--- config.mk ---
export PLATFORM = sky130hd
export DESIGN_NAME = scanline_upirq
export DESIGN_NICKNAME = d
export VERILOG_FILES = /design/src/rtl/sirq_pkg.sv /design/src/rtl/sirq_cpu_regs.sv /design/src/rtl/sirq_edge_qual.sv /design/src/rtl/sirq_upcounter.sv /design/src/rtl/sirq_wrap_delay.sv /design/src/rtl/scanline_upirq.sv
export SDC_FILE = /design/constraint.sdc
export NUM_CORES = 1
export LEC_CHECK = 0
export BUFFER_PORTS_ARGS = -buffer_cell sky130_fd_sc_hd__buf_2
export CELL_PAD_IN_SITES_DETAIL_PLACEMENT = 1
export CELL_PAD_IN_SITES_GLOBAL_PLACEMENT = 2
export CORE_ASPECT_RATIO = 1.25
export CORE_MARGIN = 4
export CORE_UTILIZATION = 30
export CTS_CLUSTER_SIZE = 24
export DETAILED_ROUTE_END_ITERATION = 6
export PLACE_DENSITY_LB_ADDON = 0.2
export SYNTH_ARGS = -nofsm -noshare
export SYNTH_HDL_FRONTEND = slang
export SYNTH_SLANG_ARGS = --single-unit
--- constraint.sdc ---
create_clock -name clk -period 2.1 [get_ports clk]
set_clock_uncertainty 0.2 [all_clocks]
set_input_delay 0 -clock clk [delete_from_list [all_inputs] [get_ports clk]]
set_output_delay 0 -clock clk [all_outputs]
set_load 0.05 [all_outputs]
--- src/rtl/sirq_pkg.sv ---
package sirq_pkg;

  typedef enum logic [1:0] {
    REG_LATCH   = 2'd0,
    REG_RELOAD  = 2'd1,
    REG_ENABLE  = 2'd2,
    REG_DISABLE = 2'd3
  } sirq_reg_e;

  localparam int RAISE_AT_TERM    = 0;
  localparam int RAISE_AFTER_WRAP = 1;

endpackage

--- src/rtl/sirq_cpu_regs.sv ---
module sirq_cpu_regs
  import sirq_pkg::*;
#(
  parameter int CNT_W = 8
) (
  input  logic             clk,
  input  logic             rst,
  input  logic             cpu_m2,
  input  logic             cpu_rw,
  input  logic             cpu_sel,
  input  logic [1:0]       cpu_addr,
  input  logic [CNT_W-1:0] cpu_wdata,
  output logic [CNT_W-1:0] latch_q,
  output logic             en_q,
  output logic             en_next,
  output logic             wr_latch,
  output logic             wr_reload,
  output logic             wr_dis,
  output logic             m2_rise
);

  logic wr_act, wr_q, m2_q, wr_stb, wr_en;

  assign wr_act  = cpu_m2 & cpu_sel & ~cpu_rw;
  assign wr_stb  = wr_act & ~wr_q;
  assign m2_rise = cpu_m2 & ~m2_q;

  always_comb begin
    wr_latch  = 1'b0;
    wr_reload = 1'b0;
    wr_en     = 1'b0;
    wr_dis    = 1'b0;
    if (wr_stb) begin
      case (sirq_reg_e'(cpu_addr))
        REG_LATCH:   wr_latch  = 1'b1;
        REG_RELOAD:  wr_reload = 1'b1;
        REG_ENABLE:  wr_en     = 1'b1;
        REG_DISABLE: wr_dis    = 1'b1;
        default:     wr_latch  = 1'b0;
      endcase
    end
  end

  assign en_next = wr_en ? 1'b1 : (wr_dis ? 1'b0 : en_q);

  always_ff @(posedge clk) begin
    if (rst) begin
      wr_q    <= 1'b0;
      m2_q    <= 1'b0;
      latch_q <= '0;
      en_q    <= 1'b0;
    end else begin
      wr_q <= wr_act;
      m2_q <= cpu_m2;
      en_q <= en_next;
      if (wr_latch) latch_q <= cpu_wdata;
    end
  end

endmodule

--- src/rtl/sirq_edge_qual.sv ---
module sirq_edge_qual (
  input  logic clk,
  input  logic rst,
  input  logic vid_rd_n,
  input  logic vid_a12,
  input  logic vid_a13,
  output logic qual
);

  logic rd_q, a12_prev, rd_fall;

  assign rd_fall = rd_q & ~vid_rd_n;
  assign qual    = rd_fall & ~vid_a13 & a12_prev & ~vid_a12;

  always_ff @(posedge clk) begin
    if (rst) begin
      rd_q     <= 1'b1;
      a12_prev <= 1'b0;
    end else begin
      rd_q <= vid_rd_n;
      if (rd_fall) a12_prev <= vid_a12;
    end
  end

endmodule

--- src/rtl/sirq_upcounter.sv ---
module sirq_upcounter #(
  parameter int CNT_W = 8
) (
  input  logic             clk,
  input  logic             rst,
  input  logic             qual,
  input  logic             wr_reload,
  input  logic [CNT_W-1:0] latch_q,
  output logic [CNT_W-1:0] cnt_q,
  output logic             reload_pend,
  output logic             term_hit
);

  localparam logic [CNT_W-1:0] CNT_MAX = '1;

  logic load;

  assign load     = qual & (reload_pend | wr_reload);
  assign term_hit = qual & ~load & (cnt_q == CNT_MAX);

  always_ff @(posedge clk) begin
    if (rst) begin
      cnt_q       <= '0;
      reload_pend <= 1'b0;
    end else if (load) begin
      cnt_q       <= latch_q;
      reload_pend <= 1'b0;
    end else if (qual) begin
      cnt_q <= cnt_q + 1'b1;
    end else if (wr_reload) begin
      reload_pend <= 1'b1;
    end
  end

endmodule

--- src/rtl/sirq_wrap_delay.sv ---
module sirq_wrap_delay #(
  parameter int WRAP_DELAY = 6
) (
  input  logic clk,
  input  logic rst,
  input  logic start,
  input  logic m2_rise,
  output logic fire
);

  localparam int DLY_W = $clog2(WRAP_DELAY + 1);
  localparam logic [DLY_W-1:0] DLY_INIT = DLY_W'(WRAP_DELAY);
  localparam logic [DLY_W-1:0] DLY_ONE  = DLY_W'(1);

  logic [DLY_W-1:0] dly_q;

  assign fire = m2_rise & (dly_q == DLY_ONE);

  always_ff @(posedge clk) begin
    if (rst) begin
      dly_q <= '0;
    end else if (start) begin
      dly_q <= DLY_INIT;
    end else if (m2_rise && dly_q != '0) begin
      dly_q <= dly_q - DLY_ONE;
    end
  end

endmodule

--- src/rtl/scanline_upirq.sv ---
module scanline_upirq
  import sirq_pkg::*;
#(
  parameter int CNT_W      = 8,
  parameter int MODE       = RAISE_AT_TERM,
  parameter int WRAP_DELAY = 6,
  parameter bit LATCH_ACK  = 1'b0
) (
  input  logic             clk,
  input  logic             rst,
  input  logic             cpu_m2,
  input  logic             cpu_rw,
  input  logic             cpu_sel,
  input  logic [1:0]       cpu_addr,
  input  logic [CNT_W-1:0] cpu_wdata,
  input  logic             vid_rd_n,
  input  logic             vid_a12,
  input  logic             vid_a13,
  output logic             irq_n
);

  logic [CNT_W-1:0] latch_q, cnt_q;
  logic en_q, en_next, wr_latch, wr_reload, wr_dis, m2_rise;
  logic qual, reload_pend, term_hit, fire, raise;
  logic pend_q, pend_next, clr;

  sirq_cpu_regs #(.CNT_W(CNT_W)) regs_i (
    .clk(clk), .rst(rst), .cpu_m2(cpu_m2), .cpu_rw(cpu_rw), .cpu_sel(cpu_sel),
    .cpu_addr(cpu_addr), .cpu_wdata(cpu_wdata), .latch_q(latch_q), .en_q(en_q),
    .en_next(en_next), .wr_latch(wr_latch), .wr_reload(wr_reload),
    .wr_dis(wr_dis), .m2_rise(m2_rise)
  );

  sirq_edge_qual edge_i (
    .clk(clk), .rst(rst), .vid_rd_n(vid_rd_n), .vid_a12(vid_a12),
    .vid_a13(vid_a13), .qual(qual)
  );

  sirq_upcounter #(.CNT_W(CNT_W)) cnt_i (
    .clk(clk), .rst(rst), .qual(qual), .wr_reload(wr_reload), .latch_q(latch_q),
    .cnt_q(cnt_q), .reload_pend(reload_pend), .term_hit(term_hit)
  );

  sirq_wrap_delay #(.WRAP_DELAY(WRAP_DELAY)) dly_i (
    .clk(clk), .rst(rst), .start(term_hit), .m2_rise(m2_rise), .fire(fire)
  );

  generate
    if (MODE == RAISE_AFTER_WRAP) begin : g_after_wrap
      assign raise = fire;
    end else begin : g_at_term
      assign raise = term_hit;
    end
  endgenerate

  assign clr       = wr_reload | (LATCH_ACK & wr_latch);
  assign pend_next = (pend_q & ~clr) | raise;

  always_ff @(posedge clk) begin
    if (rst) begin
      pend_q <= 1'b0;
      irq_n  <= 1'b1;
    end else begin
      pend_q <= pend_next;
      irq_n  <= ~(pend_next & en_next);
    end
  end

endmodule


**After elaboration in Yosys (flattened, before gate mapping)**

Index checks and enable logic that the tools add are counted.

- Bits in registers: 23
- Bits of input ports: 18
- Output and inout port bits: 1
- Logic and storage cells: 53

- Add/sub/neg operators: 1
- Equality and inequality tests: 4
- Multiplexer cells: 12
- Bitwise gates (word level): 23
- Reduce and logical (&&, ||, !) cells: 4

Operator list:

| kind | count |
|---|---|
| 2-to-1 mux 8 bit | 2 |
| bitwise AND 1 bit | 12 |
| 2-to-1 mux 1 bit | 10 |
| inverter 1 bit | 9 |
| adder 8 x 1 -> 8 bit, second input constant | 1 |
| == test 8 bit, second input constant | 1 |
| == test 2 bit, second input constant | 2 |
| == test 2 x 1 -> 1 bit, second input constant | 1 |
| logical NOT 2 bit | 1 |
| OR 1 bit | 2 |
| AND reduction 2 bit | 1 |
| nonzero test 2 bit | 1 |
| OR reduction 2 bit | 1 |

**Longest topological paths before layout**

- Depth in word-level cells: 12
- Depth in mapped cells: 5
- Depth with buffers taken out: 5

**Cells and area by module**

Synthesis repeated with hierarchy kept, for this count alone.

- Cells, all modules: 139
- Area total of the unflattened synthesis: 1242.4 um^2

Modules (own cells, without submodules):

| module | instances | cells an instance | area an instance (um^2) | seq. area each (um^2) |
|---|---|---|---|---|
| sirq_upcounter | 1 | 70 | 564.3 | 180.2 |
| sirq_cpu_regs | 1 | 53 | 515.5 | 220.2 |
| sirq_edge_qual | 1 | 9 | 87.6 | 40.0 |
| scanline_upirq | 1 | 7 | 75.1 | 40.0 |

**Worst setup path after synthesis**

OpenSTA, ideal clock, no wires.

- Kind: register -> register
- Start: register edge_i.a12_prev
- End: register cnt_i.cnt_q[0]
- Setup time: 74 ps
- Data arrival time: 1327 ps
- Required time: 1826 ps
- Path slack: 499 ps
- Cell stages (with the launch flop): 6
- Path buffers: 1
- Period minus slack after synthesis: 1601 ps
- Cells stage by stage: dfxtp_1 -> nand4bb_4 -> or2_0 -> buf_6 -> or3_1 -> a31oi_1

- Longest elaborated chain between the ends: 4
- Elaborated cells on any way between the ends: 5
- Those cells by class: mux: 1; bitwise: 3; reduce/logical: 1

RTL lines:

| item | RTL line | text |
|---|---|---|
| from (decl) | sirq_edge_qual.sv:10 | `logic rd_q, a12_prev, rd_fall;` |
| from (signal assigned) | sirq_edge_qual.sv:21 | `if (rd_fall) a12_prev <= vid_a12;` |
| bitwise AND 1 bit (*) (2 in series) | sirq_edge_qual.sv:13 | `assign qual = rd_fall & ~vid_a13 & a12_prev & ~vid_a12;` |
| bitwise AND 1 bit | sirq_upcounter.sv:18 | `assign load = qual & (reload_pend \| wr_reload);` |
| 2-to-1 mux 8 bit or nonzero test 2 bit (tied branches) | - |  |
| to (signal assigned) | sirq_upcounter.sv:26 | `cnt_q <= latch_q;` |
| to (signal assigned) | sirq_upcounter.sv:29 | `cnt_q <= cnt_q + 1'b1;` |
| to (decl) | sirq_upcounter.sv:9 | `output logic [CNT_W-1:0] cnt_q,` |

Mark *: on every way between the ends. The rest lies on a longest branch, timed or not.
A chain may end at the register's enable or synchronous reset.

**Worst setup path in the final report**

- Start: input cpu_rw
- End: register irq_n

- Longest elaborated chain between the ends: 12
- Elaborated cells on any way between the ends: 18
- Those cells by class: mux: 5; bitwise: 13

RTL lines:

| item | RTL line | text |
|---|---|---|
| from (decl) | scanline_upirq.sv:12 | `input logic cpu_rw,` |
| inverter 1 bit (*) | sirq_cpu_regs.sv:24 | `assign wr_act = cpu_m2 & cpu_sel & ~cpu_rw;` |
| bitwise AND 1 bit (*) | sirq_cpu_regs.sv:24 |  |
| bitwise AND 1 bit (*) | sirq_cpu_regs.sv:25 | `assign wr_stb = wr_act & ~wr_q;` |
| 2-to-1 mux 1 bit | sirq_cpu_regs.sv:33 | `if (wr_stb) begin` |
| OR 1 bit | sirq_upcounter.sv:18 |  |
| bitwise AND 1 bit | sirq_upcounter.sv:18 |  |
| inverter 1 bit | sirq_upcounter.sv:19 | `assign term_hit = qual & ~load & (cnt_q == CNT_MAX);` |
| bitwise AND 1 bit (2 in series) | sirq_upcounter.sv:19 |  |
| OR 1 bit | scanline_upirq.sv:57 | `assign pend_next = (pend_q & ~clr) \| raise;` |
| bitwise AND 1 bit (*) | scanline_upirq.sv:65 | `irq_n <= ~(pend_next & en_next);` |
| inverter 1 bit (*) | scanline_upirq.sv:65 |  |
| to (signal assigned) | scanline_upirq.sv:65 |  |
| to (decl) | scanline_upirq.sv:19 | `output logic irq_n` |

Marked as above.

==> flow_summary.rst <==
.. list-table::
   :header-rows: 1

   * - Metric
     - Value
   * - Result of the run
     - completed
   * - Via count
     - 967
   * - Average cell area after synthesis
     - 9.36 um2
   * - Flip-flop and latch count after synthesis
     - 23
   * - Combinational fraction of design power
     - 10.4%
   * - Post-synth EDFFs
     - 0
   * - Main synth FF type
     - sky130_fd_sc_hd__dfxtp_1
   * - Distinct cell type count of the synthesized netlist
     - 38
   * - Std cell rows
     - 23
   * - Unrepaired setup endpoints after global routing
     - no
   * - Max-capacitance violation count
     - 0
   * - Adder-cell area share of the yosys netlist
     - 1.18%
   * - Max rail drop VDD
     - 0.000285 V
   * - Clock network fraction of design power
     - 34.8%
   * - Overall die width
     - 61.1 um
   * - Post-detailed-route via-to-cell ratio
     - 5.20
   * - Filler cells
     - 386
   * - CTS clk-pin slew, worst paths
     - 0.08 ns
   * - Wire length of the first global-routing pass
     - 4.82 mm
   * - Critical path, cell by cell
     - dlygate4sd3_1 -> buf_2 -> nand4bb_4 -> or3_1 -> dlygate4sd3_1 -> a21oi_2 -> nand3_1
   * - IO Count
     - 19
   * - Total internal power
     - 623 uW
   * - Pin count of the biggest net entering global routing
     - 20
   * - Most instantiated library cell after synthesis
     - sky130_fd_sc_hd__dfxtp_1
   * - Sequential share of power
     - 54.8%
   * - Endpoints failing setup
     - 0
   * - Post-synth ARST share
     - 0%
   * - XOR/XNOR share of the synthesized area
     - 2.49%
   * - Number of remaining DRC errors
     - 0
   * - Simple-gate area share of the yosys netlist
     - 26.9%
   * - Hold WC Path Type
     - input port to flip-flop
   * - Leak Pwr
     - 0.586 nW
   * - Clock Tree Buf Depth
     - 2
   * - WS Path Type
     - input port to flip-flop
   * - Biggest area contributors in the synthesized netlist
     - sky130_fd_sc_hd__dfxtp_1 44%, sky130_fd_sc_hd__mux2i_1 9.5%, sky130_fd_sc_hd__nand2_1 3.6%
   * - Net switching component of the power
     - 191 uW
   * - Final weighted congestion in routability-driven placement
     - 0.785
   * - Effective utilization at floorplan
     - 31.9%
   * - Main combinational cell family by area after synthesis
     - simple AND/OR/NAND/NOR gates
   * - Number of DRC violations after detailed-routing iteration 0
     - 5
   * - Synthesis-to-finish area growth
     - 34.0%
   * - Post-synthesis compound-gate area fraction
     - 13.5%
   * - Relative max-transition margin
     - 68.2%
   * - Top cell types by occurrence after synthesis
     - 23 x sky130_fd_sc_hd__dfxtp_1, 10 x sky130_fd_sc_hd__mux2i_1, 10 x sky130_fd_sc_hd__nand2_1, 10 x sky130_fd_sc_hd__nor2_1
   * - Chip height
     - 74.4 um
   * - Half-perimeter wire length after detailed placement
     - 1.95 mm
   * - Slew @ Worst Pin
     - 0.476 ns
   * - Layer with the highest usage after global routing
     - met2
   * - Drt total wl
     - 2.78 mm
   * - Data required, critical path
     - 2.06 ns
   * - CTS HTree Levels
     - 1
   * - Largest fanout of any net on the critical path
     - 3
   * - Post-Syn Instances
     - 113
   * - Post-synth design cell area
     - 1060 um2
   * - Number of clock sinks seen by CTS
     - 23
   * - Router iterations before antenna repair
     - 4
   * - Die outline area
     - 4540 um2
   * - Met3 global-route usage
     - 3.13%
   * - Hold violation count in the final report
     - 0
   * - Count of placed standard cells in the final layout, fillers left out
     - 186
   * - Post-route minimum period
     - 1.99 ns
   * - Port-buffer cells
     - 18
   * - Yosys warning count
     - 0
   * - Total clock buffers created by CTS
     - 3
   * - WP data arrival
     - 1.95 ns
   * - Fraction of power spent switching nets
     - 23.5%
   * - Number of nets in the finished design
     - 169
   * - Number of antenna cells inserted
     - 0
   * - Vias in the first global route
     - 1066
   * - Clock root cell
     - sky130_fd_sc_hd__clkbuf_8
   * - Ratio of total power to cell area
     - 574 nW/um2
   * - Core area
     - 3310 um2
   * - Ratio of cells with drive above 1 in the final layout
     - 19.5%
   * - Mux cell area share after synthesis
     - 9.47%
   * - Antenna viol nets, final
     - 0
   * - GRT met1 Usage
     - 16.9%
   * - Cell taking the most area after synthesis
     - sky130_fd_sc_hd__dfxtp_1
   * - Period Utilization, post-route
     - 94.7%
   * - Crit-path most repeated cell
     - sky130_fd_sc_hd__dlygate4sd3_1
   * - Number of antenna violations at the first check in global routing
     - 0
   * - GR Layer Usage met2
     - 23.9%
   * - Area fraction of the dominant cell type after synthesis
     - 43.6%
   * - Critical path launch point type
     - input port
   * - Maximum single-stage delay on the critical path
     - 0.57 ns
   * - Wire length per cell
     - 14.9 um
   * - Critical Path End Type
     - flip-flop
   * - Post-synthesis sequential area ratio
     - 43.6%
   * - Grt total ovfl
     - 0
   * - Tot GR Track Use
     - 14.1%
   * - Slowest-stage cell, CP
     - sky130_fd_sc_hd__dlygate4sd3_1
   * - Number of pins exceeding their max-slew limit in the final report
     - 0
   * - Maximum achievable frequency
     - 0.503 GHz
   * - Synth Net Count
     - 132
   * - Total Negative Setup Slacks
     - 0 ns
   * - Clock insertion delay at the later pin of the skew report
     - 0.27 ns
   * - CTS tree
     - built
   * - Placed cells
     - 164
## flip-flops by register name (all words and copies together), names as in the netlist
| register | flops |
|---|---|
| regs_i.en_q | 1 |
| cnt_i.cnt_q | 8 |
| edge_i.rd_q | 1 |
| regs_i.latch_q | 8 |
| regs_i.wr_q | 1 |
| pend_q | 1 |
| edge_i.a12_prev | 1 |
| cnt_i.reload_pend | 1 |
| irq_n | 1 |
## worst max-delay path, delay by kind of cell
kind	cells	cell delay [ns]
AO/OA/AOI/OAI	1	0.14
buffers and inverters	3	1.23
AND/OR/NAND/NOR	3	0.57
## layout by cell type (no fill, tap or decap), drive strengths merged, types with 2 or more instances in the layout
cell         instances
a41o                 2
nand4bb              2
or3                  4
nand2               10
buf                 18
nor4                 3
o31ai                3
a31oi                2
o21ai                2
dlygate4sd3         18
a21oi                7
inv                  2
mux2i               10
and3                 2
nor3                 3
xnor2                3
nand3                6
dfxtp               23
nor2                11
clkbuf               3
or2                  2
## power by group through the flow
| stage | combinational (mW) | clock, mW | sequential (mW) |
|---|---|---|---|
| 2_1_floorplan | 0.0315 | 0 | 0.455 |
| 3_3_place_gp | 0.0552 | 0 | 0.456 |
| 3_5_place_dp | 0.0571 | 0 | 0.457 |
| 4_1_cts | 0.0812 | 0.294 | 0.446 |
| 5_1_grt | 0.0943 | 0.312 | 0.447 |
| 6_report | 0.0846 | 0.283 | 0.446 |
## per-layer routing
layer / vias to the layer above / wire, um / share of wire (%)
met1: 462 / 1210 / 44
met2: 13 / 1440 / 52
met4: 0 / 52 / 1.9
met3: 7 / 78 / 2.8
met5: - / 0 / 0
li1: 485 / - / -
## repair_timing
action                                  in CTS  in global routing
endpoints found under the setup margin       0                  1
setup buffers                                0                  0
hold endpoints to repair                    21                  0
hold buffers                                18                  0
resized for setup                            0                  2
## cell families (layout without fill, tap and decap cells)
kind of cell | after synthesis | count (layout)
AOI/OAI and AO/OA | 21 | 21
xor gates and xnor gates | 3 | 3
adders and majority gates | 1 | 1
buffers and inverters | 6 | 42
DFF | 23 | 23
muxes | 10 | 10
and+or+nand+nor | 49 | 49
## layout make-up
cell class	count	area [um2]	share of cell area, %
Tap cell	37	46.3	3.27
Inverter	2	7.51	0.530
Clock buffer	3	41.3	2.92
Clock inverter	1	5.00	0.353
Sequential cell	23	460	32.5
Timing Repair Buffer	36	270	19.1
Multi-Input combinational cell	84	586	41.3
## through the flow
stage               utilization, %  hold WS [ns]  power (mW)  area, um2  setup slack (ns)
global route                  42.8        0.0841       0.854       1420            0.0182
detailed placement            35.3      -0.00519       0.514       1170             0.364
CTS                           42.2        0.0702       0.821       1400            0.0549
floorplan                        -        -0.123       0.487       1060             0.499
global placement              35.3       -0.0130       0.511       1170             0.404
finish                        42.8        0.0364       0.813       1420             0.111
## final timing paths
kind,from,to,slack (ns),depth (start not counted)
setup / recovery,cpu_rw,irq_n,0.11,7
setup reg to reg,regs_i.wr_q,irq_n,0.17,5
hold reg to reg,regs_i.latch_q[2],cnt_i.cnt_q[2],0.29,2
hold / removal,cpu_sel,regs_i.en_q,0.04,4
No activity file was read; power rests on OpenSTA's default activity.
